File: src/rtl/tf512_pkg.sv
package tf512_pkg;
  localparam int WORD_W    = 64;
  localparam int KEY_WORDS = 8;
  localparam int TW_WORDS  = 2;
  localparam int NUM_SUBK  = 19;
  localparam logic [WORD_W-1:0] KS_PARITY = 64'h1BD11BDAA9FC1A22;
endpackage

File: src/rtl/tf512_keyext.sv
module tf512_keyext
  import tf512_pkg::*;
#(
  parameter int W  = WORD_W,
  parameter int NK = KEY_WORDS,
  parameter int NT = TW_WORDS
) (
  input  logic [NK*W-1:0]     key_i,
  input  logic [NT*W-1:0]     tweak_i,
  output logic [(NK+1)*W-1:0] key_ext_o,
  output logic [(NT+1)*W-1:0] tw_ext_o
);
  logic [W-1:0] kpar, tpar;

  always_comb begin
    kpar = KS_PARITY[W-1:0];
    for (int i = 0; i < NK; i++) kpar = kpar ^ key_i[i*W +: W];
    tpar = '0;
    for (int j = 0; j < NT; j++) tpar = tpar ^ tweak_i[j*W +: W];
  end

  assign key_ext_o = {kpar, key_i};
  assign tw_ext_o  = {tpar, tweak_i};
endmodule

File: src/rtl/tf512_word_ring.sv
module tf512_word_ring #(
  parameter int W    = 64,
  parameter int NW   = 9,
  parameter int NOUT = 8
) (
  input  logic             clk,
  input  logic             rst_n,
  input  logic             load_i,
  input  logic             shift_i,
  input  logic [NW*W-1:0]  load_val_i,
  output logic [NOUT*W-1:0] head_o
);
  logic [NW*W-1:0] ring_q;

  always_ff @(posedge clk or negedge rst_n) begin
    if (!rst_n)       ring_q <= '0;
    else if (load_i)  ring_q <= load_val_i;
    else if (shift_i) ring_q <= {ring_q[W-1:0], ring_q[NW*W-1:W]};
  end

  assign head_o = ring_q[NOUT*W-1:0];
endmodule

File: src/rtl/tf512_subkey_mix.sv
module tf512_subkey_mix #(
  parameter int W     = 64,
  parameter int NK    = 8,
  parameter int IDX_W = 5
) (
  input  logic [NK*W-1:0] kwords_i,
  input  logic [2*W-1:0]  twords_i,
  input  logic [IDX_W-1:0] idx_i,
  output logic [NK*W-1:0] subkey_o
);
  localparam int TW_A  = NK - 3;
  localparam int TW_B  = NK - 2;
  localparam int CNT_W = NK - 1;

  for (genvar g = 0; g < NK; g++) begin : g_word
    if (g == TW_A) begin : g_ta
      assign subkey_o[g*W +: W] = kwords_i[g*W +: W] + twords_i[0 +: W];
    end else if (g == TW_B) begin : g_tb
      assign subkey_o[g*W +: W] = kwords_i[g*W +: W] + twords_i[W +: W];
    end else if (g == CNT_W) begin : g_cnt
      assign subkey_o[g*W +: W] = kwords_i[g*W +: W] + {{(W-IDX_W){1'b0}}, idx_i};
    end else begin : g_pass
      assign subkey_o[g*W +: W] = kwords_i[g*W +: W];
    end
  end
endmodule

File: src/rtl/tf512_subkey_gen.sv
module tf512_subkey_gen
  import tf512_pkg::*;
#(
  parameter int W     = WORD_W,
  parameter int NK    = KEY_WORDS,
  parameter int NT    = TW_WORDS,
  parameter int NSUB  = NUM_SUBK,
  parameter int IDX_W = $clog2(NSUB)
) (
  input  logic              clk,
  input  logic              rst_n,
  input  logic              load,
  input  logic [NK*W-1:0]   key,
  input  logic [NT*W-1:0]   tweak,
  input  logic              advance,
  output logic [NK*W-1:0]   subkey,
  output logic [IDX_W-1:0]  subkey_idx
);
  localparam logic [IDX_W-1:0] LAST_IDX = IDX_W'(NSUB - 1);

  logic [(NK+1)*W-1:0] key_ext;
  logic [(NT+1)*W-1:0] tw_ext;
  logic [NK*W-1:0]     k_head;
  logic [2*W-1:0]      t_head;
  logic [IDX_W-1:0]    idx_q;
  logic                step_en;

  assign step_en = advance && !load && (idx_q != LAST_IDX);

  tf512_keyext #(.W(W), .NK(NK), .NT(NT)) keyext_i (
    .key_i(key), .tweak_i(tweak), .key_ext_o(key_ext), .tw_ext_o(tw_ext)
  );

  tf512_word_ring #(.W(W), .NW(NK+1), .NOUT(NK)) kring_i (
    .clk(clk), .rst_n(rst_n), .load_i(load), .shift_i(step_en),
    .load_val_i(key_ext), .head_o(k_head)
  );

  tf512_word_ring #(.W(W), .NW(NT+1), .NOUT(2)) tring_i (
    .clk(clk), .rst_n(rst_n), .load_i(load), .shift_i(step_en),
    .load_val_i(tw_ext), .head_o(t_head)
  );

  always_ff @(posedge clk or negedge rst_n) begin
    if (!rst_n)       idx_q <= '0;
    else if (load)    idx_q <= '0;
    else if (step_en) idx_q <= idx_q + 1'b1;
  end

  tf512_subkey_mix #(.W(W), .NK(NK), .IDX_W(IDX_W)) mix_i (
    .kwords_i(k_head), .twords_i(t_head), .idx_i(idx_q), .subkey_o(subkey)
  );

  assign subkey_idx = idx_q;
endmodule

File: config.mk
export PLATFORM = sky130hd
export DESIGN_NAME = tf512_subkey_gen
export DESIGN_NICKNAME = d
export VERILOG_FILES = /design/src/rtl/tf512_pkg.sv /design/src/rtl/tf512_keyext.sv /design/src/rtl/tf512_word_ring.sv /design/src/rtl/tf512_subkey_mix.sv /design/src/rtl/tf512_subkey_gen.sv
export SDC_FILE = /design/constraint.sdc
export NUM_CORES = 2
export LEC_CHECK = 0
export ABC_CLOCK_PERIOD_IN_PS = 3600
export BUFFER_PORTS_ARGS = -buffer_cell sky130_fd_sc_hd__buf_2
export CAP_MARGIN = 10
export CORE_AREA = 2 2 452 454
export CTS_BUF_LIST = sky130_fd_sc_hd__clkbuf_8
export DETAILED_ROUTE_END_ITERATION = 6
export DIE_AREA = 0 0 454 456
export SLEW_MARGIN = 5
export SYNTH_ARGS = -nofsm -noshare
export SYNTH_HDL_FRONTEND = slang
export SYNTH_SLANG_ARGS = --single-unit
File: constraint.sdc
create_clock -name clk -period 3.6 [get_ports clk]
set_input_delay 0.72 -clock clk [delete_from_list [all_inputs] [get_ports clk]]
set_output_delay 0.72 -clock clk [all_outputs]
set_load 0.05 [all_outputs]
==> flow_metrics.tcl <==
set metrics [dict create \
    placed_area_um2 64800 \
    htreeDepth 4 \
    leakage_nw 37.6 \
    crit_type "flip-flop to output port" \
    post_drt_wl_per_cell_um 22.8 \
    grt_pass1_wl_mm 340 \
    tns_ps -150780 \
    status "finished, violations left" \
    p_total_mw 40.5 \
    cts.reportedPaths.clkPinSlew_ps 70 \
    antenna_found_initial 72 \
    synthDistinctLibCells 81 \
    use_met3_pct 4.80 \
    drive_above_1_share_pct 34.9 \
    synth-seq-cells 773 \
    nNetsFinal 8375 \
    clock-sinks 773 \
    cts_buffers 156 \
    cts_tree "built" \
    rows 165 \
    cts-root-buf "clkbuf_8" \
    grt_pass1_vias 50095 \
    vias_per_cell 4.68 \
    initial_core_util_pct 25.0 \
    post-route-period-util_pct 144 \
    worstSkewPairLatency_ps 960 \
    fillers 19679 \
    post-place-ws_ps -1120 \
    ys_seq_area_share_pct 38.3 \
    syn_to_final_growth_pct 57.2 \
    synthArstFlopShare_pct 100 \
    startpoint_type "flip-flop" \
    synth-edff-count 0 \
    fin_crit_ps 5180 \
    syn_nets 6222 \
    first_pass_iters 6 \
    die_y_um 456 \
    ant_nets 0 \
    io_pins 1161 \
    hold_viol 0 \
    synth_ff_type "dfrtp_1" \
    critPathCaptureType "output port" \
    power_density_nw_per_um2 511 \
    routabilityCongestion 0.971 \
    worst_slack_ps -1580 \
    setup_viol 179 \
    syn_avg_cell_area_um2 9.27 \
    final_common_cell "buf_2" \
    grt.busiest_layer "met2" \
    io_buffers 1160 \
    syn_area_um2 50400 \
    ir_worst_vdd_uv 341 \
    max_freq_mhz 193 \
    drcViolationCount 0 \
    slew_headroom_pct 38.6 \
    hold_class "primary input to flip-flop" \
    drtIter0Drc 3323 \
    hpwlAfterDp_mm 187 \
    grt-ovfl-total 0 \
    die_area_um2 207000 \
    cp_data_required_time_ps 2880 \
    grt_use_met1_pct 26.1 \
    maxSlewViolCount 0 \
    tightestPinTransition_ps 921 \
    synth_warnings 0 \
    worstPathArrival_ps 4460 \
    rsz0062_at_grt "yes" \
    track_usage_pct 22.1 \
    violations "negative setup slack" \
    die-width_um 454 \
    dp.cells 9393 \
    core_area_um2 202000 \
    path_max_fanout 4 \
    syn_inst 5442 \
    maxCapViolCount 0 \
    met2_usage_pct 37.4 \
    wl_mm 238 \
    postLayoutCellArea_um2 79300 \
    finalClockSkew_ps 52.3 \
    cts_buffer_depth 3 \
    fin_cells 10424 \
    grt_max_degree 162 \
    vias 48783 \
    final_cell_mix "980 x buf_2, 858 x nand2_1, 807 x o21ai_0, 768 x dfrtp_1, 766 x mux2i_1" \
]
[metrics by stage]
step	hold slack [ps]	util [%]
4_1_cts	3.49	38.3
5_1_grt	40.2	39.3
2_1_floorplan	424	-
3_5_place_dp	554	32.1
6_report	94.6	39.3
3_3_place_gp	534	32.1
[logic make-up after synthesis]
| logic type | Yosys count | share of synthesized area [%] |
|---|---|---|
| simple gates | 1192 | 10.0 |
| mux | 767 | 15.2 |
| xor+xnor | 695 | 12.1 |
| buf+inv | 651 | 7.26 |
| fa+ha+maj | 136 | 3.42 |
| flops | 773 | 38.3 |
| compound gates | 1228 | 13.7 |
[Yosys cell counts (4+ instances only)]
| library cell | count | area [um^2] |
|---|---|---|
| o21a_1 | 15 | 113 |
| mux2i_1 | 767 | 7680 |
| nor3_1 | 19 | 95.1 |
| or2_2 | 6 | 37.5 |
| dfrtp_1 | 773 | 19300 |
| o21bai_1 | 24 | 180 |
| buf_4 | 320 | 2400 |
| o211ai_1 | 8 | 60.1 |
| o22ai_1 | 4 | 25.0 |
| and2_1 | 5 | 31.3 |
| o31ai_1 | 8 | 60.1 |
| buf_1 | 73 | 274 |
| xnor2_1 | 525 | 4600 |
| nor2_1 | 89 | 334 |
| and3_1 | 27 | 169 |
| a211oi_2 | 4 | 50.1 |
| ha_1 | 133 | 1660 |
| nand3_1 | 42 | 210 |
| a21oi_1 | 143 | 716 |
| a211oi_1 | 14 | 105 |
| a31o_2 | 6 | 52.6 |
| nand2_1 | 884 | 3320 |
| inv_1 | 26 | 97.6 |
| nor2b_1 | 23 | 144 |
| nor2_2 | 4 | 25.0 |
| a21o_1 | 96 | 721 |
| buf_2 | 16 | 80.1 |
| and4_1 | 9 | 78.8 |
| nor3b_1 | 5 | 37.5 |
| o21ai_0 | 838 | 4190 |
| nand4_1 | 38 | 238 |
| a311oi_1 | 4 | 35.0 |
| clkbuf_1 | 216 | 811 |
| xor2_1 | 170 | 1490 |
| nand2b_1 | 16 | 100 |
| a31oi_1 | 16 | 100 |
| a221o_1 | 5 | 50.1 |
| nor4_1 | 5 | 31.3 |
[critical path: stages (launching register included)]
cell       delay, ps
dfrtp_1          430
ha_4             290
nand2_2           40
o21a_1           200
o211ai_1         440
nand3_1          150
and4b_2          310
a2111oi_4        310
buf_6            180
o31ai_4          100
a21oi_4          270
a221o_1          290
xor2_4           260
buf_12           180
[final timing paths]
kind	cells past startpoint	slack (ps)	endpoint	from
setup / recovery	13	-1580	subkey[445]	kring_i.ring_q[401]$_DFFE_PN0P_
hold / removal	3	90	tring_i.ring_q[2]$_DFFE_PN0P_	tweak[2]
setup reg to reg	9	640	kring_i.ring_q[358]$_DFFE_PN0P_	subkey_idx[1]$_DFFE_PN0P_
hold reg to reg	2	550	kring_i.ring_q[466]$_DFFE_PN0P_	kring_i.ring_q[530]$_DFFE_PN0P_
max in group asynchronous	3	1940	kring_i.ring_q[103]$_DFFE_PN0P_	rst_n
min in group asynchronous	2	420	kring_i.ring_q[305]$_DFFE_PN0P_	rst_n
[registers in the layout, indices dropped and copies added, names as in the netlist]
signal / cells
kring_i.ring_q: 576
subkey_idx: 5
tring_i.ring_q: 192
[timing repair]
item	in CTS	in global routing
endpoints found under the setup margin	178	179
hold buffers	606	0
gates resized for setup	562	260
pin swaps	214	189
buffers inserted	75	93
endpoints found under the hold margin	677	0
[per-layer routing]
layer,vias up,wire (um)
li1,22805,-
met1,23842,94300
met2,1631,115000
met3,483,13700
met4,22,14000
met5,-,149
[layout make-up]
cell class	count	area [um^2]	share of cell area [%]
multi-input cells	4018	31600	39.9
flip-flops and latches	773	19300	24.4
well taps	2672	3340	4.22
diodes	44	110	0.139
clock buffers	184	2530	3.19
repair buffers	2620	21600	27.2
clock inverters	87	668	0.843
inverters	26	100	0.126
[power breakdown]
group | leakage (nW) | internal, mW | switching (mW)
logic | 26.3 | 8.50 | 11.5
registers | 9.41 | 9.79 | 1.12
clock network | 1.83 | 5.25 | 4.39
total | 37.6 | 23.5 | 17.0
No activity file was read; power rests on OpenSTA's default activity.
